## config.mk

```make
export PLATFORM = sky130hd
export DESIGN_NAME = gpio_masked_port
export DESIGN_NICKNAME = d
export VERILOG_FILES = /design/src/rtl/gpio_mp_pkg.sv /design/src/rtl/gpio_mp_sync.sv /design/src/rtl/gpio_mp_regs.sv /design/src/rtl/gpio_mp_rdmux.sv /design/src/rtl/gpio_masked_port.sv
export SDC_FILE = /design/constraint.sdc
export NUM_CORES = 1
export LEC_CHECK = 0
export CAP_MARGIN = 20
export CORE_AREA = 2 2 69 71
export DETAILED_ROUTE_END_ITERATION = 7
export DIE_AREA = 0 0 71 73
export MAX_ROUTING_LAYER = met4
export PLACE_DENSITY_LB_ADDON = 0.05
export SLEW_MARGIN = 30
export SYNTH_ARGS = -nofsm -noshare
export SYNTH_HDL_FRONTEND = slang
export SYNTH_SLANG_ARGS = --single-unit
```

## constraint.sdc

```tcl
create_clock -name clk -period 2.2 [get_ports clk]
set_input_delay 0.33 -clock clk [delete_from_list [all_inputs] [get_ports clk]]
set_output_delay 0.33 -clock clk [all_outputs]
set_load 0.02 [all_outputs]
```

## src/rtl/gpio_mp_pkg.sv

```systemverilog
package gpio_mp_pkg;
  parameter int unsigned GPIO_W   = 8;
  parameter int unsigned BUS_W    = 32;
  parameter int unsigned OFS_W    = 12;
  parameter int unsigned SYNC_LEN = 2;
  parameter int unsigned ID_CNT   = 12;

  // Identification byte k of the fixed sequence.
  function automatic logic [7:0] ident_byte(input int unsigned k);
    case (k)
      4:       return 8'h61;
      5:       return 8'h10;
      6:       return 8'h04;
      8:       return 8'h0D;
      9:       return 8'hF0;
      10:      return 8'h05;
      11:      return 8'hB1;
      default: return 8'h00;
    endcase
  endfunction
endpackage

```

## src/rtl/gpio_mp_sync.sv

```systemverilog
module gpio_mp_sync #(
  parameter int unsigned W      = 8,
  parameter int unsigned STAGES = 2
) (
  input  logic         clk,
  input  logic         rst_n,
  input  logic [W-1:0] async_in,
  output logic [W-1:0] sync_out
);
  logic [W-1:0] stage_q [STAGES];

  generate
    for (genvar s = 0; s < STAGES; s++) begin : g_stage
      always_ff @(posedge clk or negedge rst_n) begin
        if (!rst_n) stage_q[s] <= '0;
        else if (s == 0) stage_q[s] <= async_in;
        else stage_q[s] <= stage_q[(s == 0) ? 0 : s-1];
      end
    end
  endgenerate

  assign sync_out = stage_q[STAGES-1];
endmodule

```

## src/rtl/gpio_mp_regs.sv

```systemverilog
module gpio_mp_regs #(
  parameter int unsigned W = 8
) (
  input  logic         clk,
  input  logic         rst_n,
  input  logic         wr_data_hit,
  input  logic         wr_dir_hit,
  input  logic [W-1:0] acc_mask,
  input  logic [W-1:0] wr_val,
  input  logic [W-1:0] in_sync,
  output logic [W-1:0] data_q,
  output logic [W-1:0] dir_q
);
  always_ff @(posedge clk or negedge rst_n) begin
    if (!rst_n) dir_q <= '0;
    else if (wr_dir_hit) dir_q <= wr_val;
  end

  generate
    for (genvar i = 0; i < W; i++) begin : g_bit
      always_ff @(posedge clk or negedge rst_n) begin
        if (!rst_n) data_q[i] <= 1'b0;
        else if (!dir_q[i]) data_q[i] <= in_sync[i];
        else if (wr_data_hit && acc_mask[i]) data_q[i] <= wr_val[i];
      end
    end
  endgenerate
endmodule

```

## src/rtl/gpio_mp_rdmux.sv

```systemverilog
module gpio_mp_rdmux #(
  parameter int unsigned W      = 8,
  parameter int unsigned BW     = 32,
  parameter int unsigned AW     = 12,
  parameter int unsigned ID_CNT = 12
) (
  input  logic          rd_en,
  input  logic [AW-1:0] addr,
  input  logic [W-1:0]  data_q,
  input  logic [W-1:0]  dir_q,
  output logic [BW-1:0] rdata
);
  localparam int unsigned WIN_TOP = W + 2;
  localparam int unsigned DIR_OFS = 1 << WIN_TOP;
  localparam int unsigned ID_BASE = (1 << AW) - 4 * ID_CNT;

  function automatic logic [W-1:0] win_mask(input logic [AW-1:0] a);
    return a[WIN_TOP-1:2];
  endfunction

  logic [AW-3:0] word_idx;
  assign word_idx = addr[AW-1:2];

  always_comb begin
    rdata = '0;
    if (rd_en) begin
      if (int'(addr) < DIR_OFS)
        rdata[W-1:0] = data_q & win_mask(addr);
      else if (int'(word_idx) == DIR_OFS / 4)
        rdata[W-1:0] = dir_q;
      else if (int'(addr) >= ID_BASE)
        rdata[7:0] = gpio_mp_pkg::ident_byte(int'(word_idx) - ID_BASE / 4);
    end
  end
endmodule

```

## src/rtl/gpio_masked_port.sv

```systemverilog
module gpio_masked_port #(
  parameter int unsigned PIN_W  = gpio_mp_pkg::GPIO_W,
  parameter int unsigned DATA_W = gpio_mp_pkg::BUS_W,
  parameter int unsigned ADDR_W = gpio_mp_pkg::OFS_W
) (
  input  logic              clk,
  input  logic              rst_n,
  input  logic              bus_sel,
  input  logic              bus_wr,
  input  logic [ADDR_W-1:0] bus_addr,
  input  logic [DATA_W-1:0] bus_wdata,
  output logic [DATA_W-1:0] bus_rdata,
  input  logic [PIN_W-1:0]  pin_in,
  output logic [PIN_W-1:0]  pin_out,
  output logic [PIN_W-1:0]  port_data,
  output logic [PIN_W-1:0]  port_dir
);
  localparam int unsigned WIN_TOP = PIN_W + 2;
  localparam int unsigned DIR_OFS = 1 << WIN_TOP;

  function automatic logic [PIN_W-1:0] drive_level(input logic [PIN_W-1:0] d,
                                                    input logic [PIN_W-1:0] o);
    return (d & o) | ~o;
  endfunction

  logic              wr_data_hit;
  logic              wr_dir_hit;
  logic [PIN_W-1:0]  acc_mask;
  logic [PIN_W-1:0]  in_sync;
  logic [PIN_W-1:0]  data_q;
  logic [PIN_W-1:0]  dir_q;
  logic              unused_bits;

  assign acc_mask    = bus_addr[WIN_TOP-1:2];
  assign wr_data_hit = bus_sel && bus_wr && (int'(bus_addr) < DIR_OFS);
  assign wr_dir_hit  = bus_sel && bus_wr && (int'(bus_addr[ADDR_W-1:2]) == DIR_OFS / 4);
  assign unused_bits = ^{bus_addr[1:0], bus_wdata[DATA_W-1:PIN_W]};

  gpio_mp_sync #(.W(PIN_W), .STAGES(gpio_mp_pkg::SYNC_LEN)) u_sync (
    .clk(clk), .rst_n(rst_n), .async_in(pin_in), .sync_out(in_sync)
  );

  gpio_mp_regs #(.W(PIN_W)) u_regs (
    .clk(clk), .rst_n(rst_n), .wr_data_hit(wr_data_hit), .wr_dir_hit(wr_dir_hit),
    .acc_mask(acc_mask), .wr_val(bus_wdata[PIN_W-1:0]), .in_sync(in_sync),
    .data_q(data_q), .dir_q(dir_q)
  );

  gpio_mp_rdmux #(.W(PIN_W), .BW(DATA_W), .AW(ADDR_W), .ID_CNT(gpio_mp_pkg::ID_CNT)) u_rd (
    .rd_en(bus_sel && !bus_wr), .addr(bus_addr), .data_q(data_q), .dir_q(dir_q),
    .rdata(bus_rdata)
  );

  assign pin_out   = drive_level(data_q, dir_q);
  assign port_data = data_q;
  assign port_dir  = dir_q;
endmodule

```

==> Word-level counts from Yosys, hierarchy flattened <==
Cells that the tools add are included.
{ "classes": {"addsub": 1, "n_lt_le_gt_ge": 2, "eq_ne": 16, "n_mux": 21, "bitwise_logic": 4, "n_reduce_logical": 13} }
{ "op_table": {"columns": ["op", "n"], "rows": [
  ["$eq A32 B4 Y1 const B", 4],
  ["$eq A32 B3 Y1 const B", 3],
  ["$pmux W8 S7", 1],
  ["$mux W8", 4],
  ["$and A8 B8 Y8", 2],
  ["$mux W1", 16],
  ["$ne A2 B2 Y1 const B", 8],
  ["$ge A12 B12 Y1 const B", 1],
  ["$logic_and A1 B1 Y1", 12],
  ["$lt A12 B11 Y1 const B", 1],
  ["$sub A10 B10 Y11 const B", 1],
  ["$eq A10 B9 Y1 const B", 1],
  ["$not A8 Y8", 1],
  ["$or A8 B8 Y8", 1],
  ["$logic_not A1 Y1", 1]
]} }
{ "word_totals": {"ff_bits": 32, "inputBits": 56} }

==> Longest topological paths before layout <==
Gate-level depths: netlist (run 1).
{ "depth": {"ltp_word": 7, "depth_mapped": 6} }

==> Hierarchy <==
A second synthesis (run 1) with hierarchy kept.
{ "hier_totals": {"hier_cells": 175, "hier_area_um2": 1819.2} }
{ "modules_own_cells": {"columns": ["mod", "n_inst", "cells_per_inst", "area_each_um2", "seq_area_each_um2"], "rows": [
  ["gpio_mp_regs", 1, 59, 721.9, 400.4],
  ["gpio_mp_rdmux", 1, 77, 533.0, 0.0],
  ["gpio_mp_sync", 1, 24, 460.4, 400.4],
  ["gpio_masked_port", 1, 15, 103.8, 0.0]
]} }

==> Worst setup path before layout (run 1) <==
Ideal clock, no wire load.
{ "synth_timing": {"path_kind": "input-to-output", "startpoint": "in bus_addr[3]", "endpoint": "out bus_rdata[0]", "arrival_ns": 1.625, "path_slack_ns": 0.245, "stages": 6, "cell_sequence": "buf_6 > nor3_2 > and3_1 > buf_2 > nand2_1 > a221oi_1"} }
{ "synth_between": {"elab_chain_len": 7, "elab_cells_between_ends": 16, "cone_classes": "add/sub: 1; order compare: 2; eq/ne: 8; mux: 5"} }
{ "synth_rtl": {"columns": ["element", "line", "rtl"], "rows": [
  ["start: declaration", "gpio_masked_port.sv:10", "input logic [ADDR_W-1:0] bus_addr,"],
  ["$sub A10 B10 Y11", "gpio_mp_rdmux.sv:32", "rdata[7:0] = gpio_mp_pkg::ident_byte(int'(word_idx) - ID_BASE / 4);"],
  ["$eq A32 B4 Y1 or $eq A32 B3 Y1 (tied branches)", "gpio_mp_pkg.sv:10", "case (k)"],
  ["$pmux W8 S7", "gpio_mp_pkg.sv:10", null],
  ["$mux W8", "gpio_mp_rdmux.sv:31", "else if (int'(addr) >= ID_BASE)"],
  ["$mux W8", "gpio_mp_rdmux.sv:29", "else if (int'(word_idx) == DIR_OFS / 4)"],
  ["$mux W8 (*)", "gpio_mp_rdmux.sv:27", "if (int'(addr) < DIR_OFS)"],
  ["$mux W8 (*)", "gpio_mp_rdmux.sv:26", "if (rd_en) begin"],
  ["end: declaration", "gpio_masked_port.sv:12", "output logic [DATA_W-1:0] bus_rdata,"]
]} }
Every way passes the cells marked *; elsewhere a longest branch is shown, timed or not.

==> Worst setup path after layout (run 1) <==
{ "layout_timing": {"startpoint": "in bus_addr[11]", "endpoint": "out bus_rdata[0]"} }
The elaborated chain is that of the path after synthesis.

==> flow_summary.toml, run 1 <==
[drt]
drt-initial-drc-count = 56
firstDrtPassIters = 4
avgRoutedWirePerCell_um = 13.7
totalWireLength_mm = 4.12
drc = 0
ant_nets = 0
viasPerCell = 4.65
dr_total_vias = 1399

[clock_tree]
h-tree-depth = 2
cts_sinks = 32
cts_buffers = 5
cts_root_buffer = "clkbuf_8"
hold_buffers = 0
clk_latency_ns = 0.28
clk_path_buf_depth = 2
tritoncts = "done"
path_clk_slew_ns = 0.06

[power_and_ir_drop]
p_leak_nw = 1.20
total_power_w = 0.00127
ir_worst_vdd_v = 0.000378
power_density_nw_per_um2 = 507

[worst_hold_path]
min_path_type = "flop to flop"
min_path_cells = 0

[placement]
io_buffers = 61
dp_hpwl_mm = 3.11
gp_congestion = 0.773
postPlaceCellArea_um2 = 2420
place_ws_ns = -0.705

[sta]
rsz0062_at_grt = "false"
fin_skew_ns = 0.00626
setup_slack_ns = 0.115
period_minus_slack_ns = 2.08
setup_viol = 0
finalCritPeriodShare = 0.948
slew_viol_final = 0
hold_viol = 0
fmax_ghz = 0.480

[cells_and_area]
drive_gt1_frac = 0.243
nets = 303
design_area_um2 = 2510
nFillCells = 407
antenna_cells = 0
area_growth_pct = 47.8

[global_routing]
first_global_vias = 1367
grt_antenna_before_repair = 0
grt_max_degree = 33
grtUsageTotal = 0.174
overflow = 0
grt_pass1_wl_mm = 6.74

[setup_path]
critPathSlowestCell = "nor4b_4"
reg2reg_depth = 1
required_ns = 1.87
path_cells = "dlygate4sd2_1 -> nor4b_4 -> and3_4 -> buf_4 -> nand2_1 -> a221oi_2 -> buf_2"
crit_path_start_kind = "primary input"
crit_type = "primary input to output pin"
worst_path_largest_cell_delay_ns = 0.30
worstPathArrival_ns = 1.75
end_kind = "output pin"
worstPathMaxFanout = 4

[synth]
synth.most_common_cell = "dfrtp_1"
synth_edf_count = 0
synthTopCellsByArea = "dfrtp_1, buf_4, mux2_4, mux2i_1, nand2_1"
synth-seq-cells = 32
syn-instance-count = 162
yosysSeqAreaShare = 0.472
syn_avg_cell_area_um2 = 10.5
synth_flop_cell = "dfrtp_1"
synth_warnings = 0
synth_area_leader_cell = "dfrtp_1"
synthesis.area_um2 = 1700
ys_types = 28
synth.top_cell.area_share = 0.472
async_flop_share = 1.00
synthTopCellsByCount = "dfrtp_1, buf_4, nand2_1"

[floorplanning]
die_h_um = 73
die-area_um2 = 5180
fp.dieW_um = 71
pin_count = 112
start_util = 0.374
coreArea_um2 = 4540
row_count = 25

[run]
maxCapViolations = 0

[run_status]
outcome = "finished clean"
==> registers in the layout (all words and copies together) (netlist names) <==
register         flops
u_sync.sync_out      8
u_sync.stage_q       8
u_regs.dir_q         8
u_regs.data_q        8
==> layer usage <==
metal  vias up  GRT usage  share of wire
met3         6     0.0552          0.069
met5         -          -              0
met1       655      0.212           0.43
li1        679          -              -
met4         0     0.0566          0.014
met2        59      0.276           0.48
==> final timing paths <==
kind,start,endpoint,slack [ns]
setup / recovery,bus_addr[11],bus_rdata[0],0.12
hold / removal,u_sync.stage_q[9],u_sync.sync_out[1],0.35
setup reg to reg,u_regs.dir_q[5],u_regs.dir_q[5],1.37
hold reg to reg,u_sync.stage_q[9],u_sync.sync_out[1],0.35
max in group asynchronous,rst_n,u_regs.data_q[2],1.46
min in group asynchronous,rst_n,u_regs.data_q[5],0.45
==> layout make-up <==
| class | count | area (µm²) | area share |
|---|---|---|---|
| well taps | 54 | 67.6 | 0.0269 |
| repair buffers | 86 | 758 | 0.302 |
| multi-input cells | 122 | 805 | 0.321 |
| clock buffers | 6 | 72.6 | 0.0289 |
| clock inverters | 1 | 5.00 | 0.00200 |
| flip-flops and latches | 32 | 801 | 0.319 |
==> critical path: cells and delay by family <==
| family | cells | cell delay, ns |
|---|---|---|
| buffers and inverters | 3 | 0.60 |
| AO/OA/AOI/OAI | 1 | 0.22 |
| AND/OR/NAND/NOR | 3 | 0.60 |
==> layout by cell type (no fill, tap or decap), drive strengths merged <==
cell type and n:
nand3 2, nor4b 1, clkdlybuf4s50 43, buf 32, nand4 1, nand2 21, mux2i 8, a31oi 3
a21oi 13, dfrtp 32, nor2 15, clkinv 1, a221oi 6, conb 24, and3 3, nand2b 10
dlygate4sd2 10, a21o 2, clkbuf 7, xor2 1, a32oi 1, nor4bb 1, mux2 8, nor3 2
==> cells by family (layout without fill, tap and decap cells) <==
logic type             count (synthesis)  in the layout  share of synthesized area
flip-flops                            32             32                      0.472
AO/OA/AOI/OAI                         25             25                      0.102
AND/OR/NAND/NOR                       56             56                      0.169
multiplexers                          16             16                      0.118
other                                  1             24                    0.00221
buffers and inverters                 31             93                      0.133
XOR/XNOR                               1              1                    0.00516
==> power by group <==
group / total [W] / switching [W] / internal, W
clock: 0.000413 / 0.000198 / 0.000214
sequential: 0.000626 / 0.0000133 / 0.000612
combinational: 0.000233 / 0.000128 / 0.000105
total: 0.00127 / 0.000340 / 0.000932
==> repair_timing <==
action | 4_1_cts | 5_1_grt
buffers inserted | 1 | 0
gates resized for setup | 56 | 2
cloned | 0 | 0
pin swaps | 8 | 4
setup endpoints to repair | 8 | 4
==> per-stage QoR <==
stage,utilization,std cells,setup TNS [ns],hold WS (ns)
detailed placement,0.533,293,-4.93,0.339
global route,0.553,301,0,0.361
global placement,0.533,293,-4.45,0.333
finish,0.553,301,0,0.350
CTS,0.554,301,0,0.354
floorplan,-,185,0,0.0344
Note: power is estimated with default switching activity, not from simulation.
==> inputs of run 2 (changes only) <==
CORE_AREA = 2 2 86 88   (was 2 2 69 71)
DIE_AREA = 0 0 88 90   (was 0 0 71 73)
==> run 2 against run 1 <==
Core utilization down 19 points. Critical path depth unchanged. Via count is 0.57% lower. Critical path type unchanged. Critical endpoint is now bus_rdata[2]. Largest cell class is now flip-flops and latches.
==> flow_summary.toml, run 2 (same netlist as run 1, synthesis figures left out) <==
[clock_tree]
path_clk_slew_ns = 0.06
tritoncts = "done"
h-tree-depth = 2
cts_buffers = 5
cts_sinks = 32
clk_latency_ns = 0.27
cts_setup_buffers = 0
clk_path_buf_depth = 2
cts_root_buffer = "clkbuf_8"

[placement]
dp_hpwl_mm = 3.43
io_buffers = 61
postPlaceCellArea_um2 = 2480
place_ws_ns = -0.605
gp_congestion = 0.735

[floorplanning]
row_count = 31
coreArea_um2 = 7020
die-area_um2 = 7920
start_util = 0.242
die_h_um = 90
fp.dieW_um = 88
pin_count = 112

[setup_path]
required_ns = 1.87
crit_path_start_kind = "primary input"
path_cells = "dlygate4sd2_1 -> nor4b_4 -> and3_4 -> buf_6 -> nand2_1 -> a221oi_2 -> buf_4"
worstPathMaxFanout = 4
reg2reg_depth = 1
end_kind = "output pin"
critPathSlowestCell = "a221oi_2"
worst_path_largest_cell_delay_ns = 0.32
worstReg2RegEnd = "u_regs.dir_q[4]"
path_buf_inv = 3
worstPathArrival_ns = 1.79
critical_path.top_delay_family = "buffers and inverters"
r2r_slack_ns = 1.36
r2r-start = "u_regs.dir_q[4]"
crit_type = "primary input to output pin"

[global_routing]
grt_pass1_wl_mm = 6.94
grt_max_degree = 33
grt_antenna_before_repair = 0
grtUsageTotal = 0.119
first_global_vias = 1375
overflow = 0

[power_and_ir_drop]
ir_worst_vdd_v = 0.000259
p_int_w = 0.000933
seqPwrFrac = 0.493
p_clk_frac = 0.322
total_power_w = 0.00127
comb_power_share = 0.185
p_leak_nw = 1.20
power_density_nw_per_um2 = 495
switchingPower_w = 0.000336
switching_share = 0.265

[worst_hold_path]
hold_start = "u_sync.stage_q[13]"
min_path_type = "flop to flop"
holdPathEnd = "u_sync.sync_out[5]"
min_path_cells = 0

[run_status]
outcome = "finished clean"

[drt]
avgRoutedWirePerCell_um = 12.9
totalWireLength_mm = 4.47
drt-initial-drc-count = 74
dr_total_vias = 1391
ant_nets = 0
viasPerCell = 4.02
firstDrtPassIters = 4
drc = 0

[run]
maxCapViolations = 0

[cells_and_area]
layout_commonest_cell = "clkdlybuf4s50_1"
multi_input_area_um2 = 796
final_cell_mix = "clkdlybuf4s50_1, dfrtp_1, buf_4"
nFillCells = 708
nets = 303
area_growth_pct = 51.1
final-seq-area_um2 = 801
design_area_um2 = 2560
postLayoutCoreUtil = 0.365
drive_gt1_frac = 0.235
antenna_cells = 0

[sta]
rsz0062_at_grt = "false"
setup_slack_ns = 0.0818
finalCritPeriodShare = 0.963
hold_viol = 0
fmax_ghz = 0.472
setup_tns_ns = 0
period_minus_slack_ns = 2.12
slew_viol_final = 0
setup_viol = 0
fin_skew_ns = 0.00321
## run 2: routing by layer
layer	track usage	part of all wire	vias to the layer above	wire length, µm
li1	-	-	675	-
met1	0.145	0.43	645	1940
met2	0.184	0.48	64	2160
met3	0.0312	0.061	7	274
met4	0.0474	0.021	0	95
met5	-	0	-	0
## run 2: power by group through the flow
stage	combinational (W)	clock [W]	sequential, W
floorplan	0.000127	0	0.000644
global placement	0.000238	0	0.000636
detailed placement	0.000239	0	0.000636
CTS	0.000237	0.000432	0.000626
global route	0.000256	0.000467	0.000628
finish	0.000234	0.000409	0.000626
## run 2: area by class of cell
| class | count | area share |
|---|---|---|
| clock inverters | 1 | 0.00195 |
| clock buffers | 6 | 0.0283 |
| well taps | 99 | 0.0483 |
| flip-flops and latches | 32 | 0.312 |
| multi-input cells | 122 | 0.310 |
| repair buffers | 86 | 0.299 |
## run 2: timing repair
action / 4_1_cts / 5_1_grt
gates resized for setup: 52 / 3
hold endpoints to repair: 0 / 0
endpoints found under the setup margin: 8 / 8
pin swaps: 5 / 3
cloned: 0 / 0
hold buffers: 0 / 0
## run 2: through the flow
step | hold slack (ns) | std cells
after CTS | 0.351 | 346
final | 0.350 | 346
after global placement | 0.333 | 339
after global routing | 0.357 | 346
after detailed placement | 0.336 | 339
after floorplan | 0.0344 | 185
## run 2: how the worst max path moves through the flow
stage                     slack, ns  cells after the start         from      endpoint
final                          0.08                      7  bus_addr[5]  bus_rdata[2]
after detailed placement      -0.61                      7  bus_addr[6]  bus_rdata[2]
after global placement        -0.61                      7  bus_addr[6]  bus_rdata[5]
after CTS                     0.006                      7  bus_addr[3]  bus_rdata[2]
after global routing          0.005                      7  bus_addr[5]  bus_rdata[2]
after floorplan                0.24                      6  bus_addr[3]  bus_rdata[0]
==> inputs of run 3 (changes only) <==
CAP_MARGIN = not set   (was 20)
==> results of run 3 <==
Final layout, timing and power as in run 2 (identical DEF).
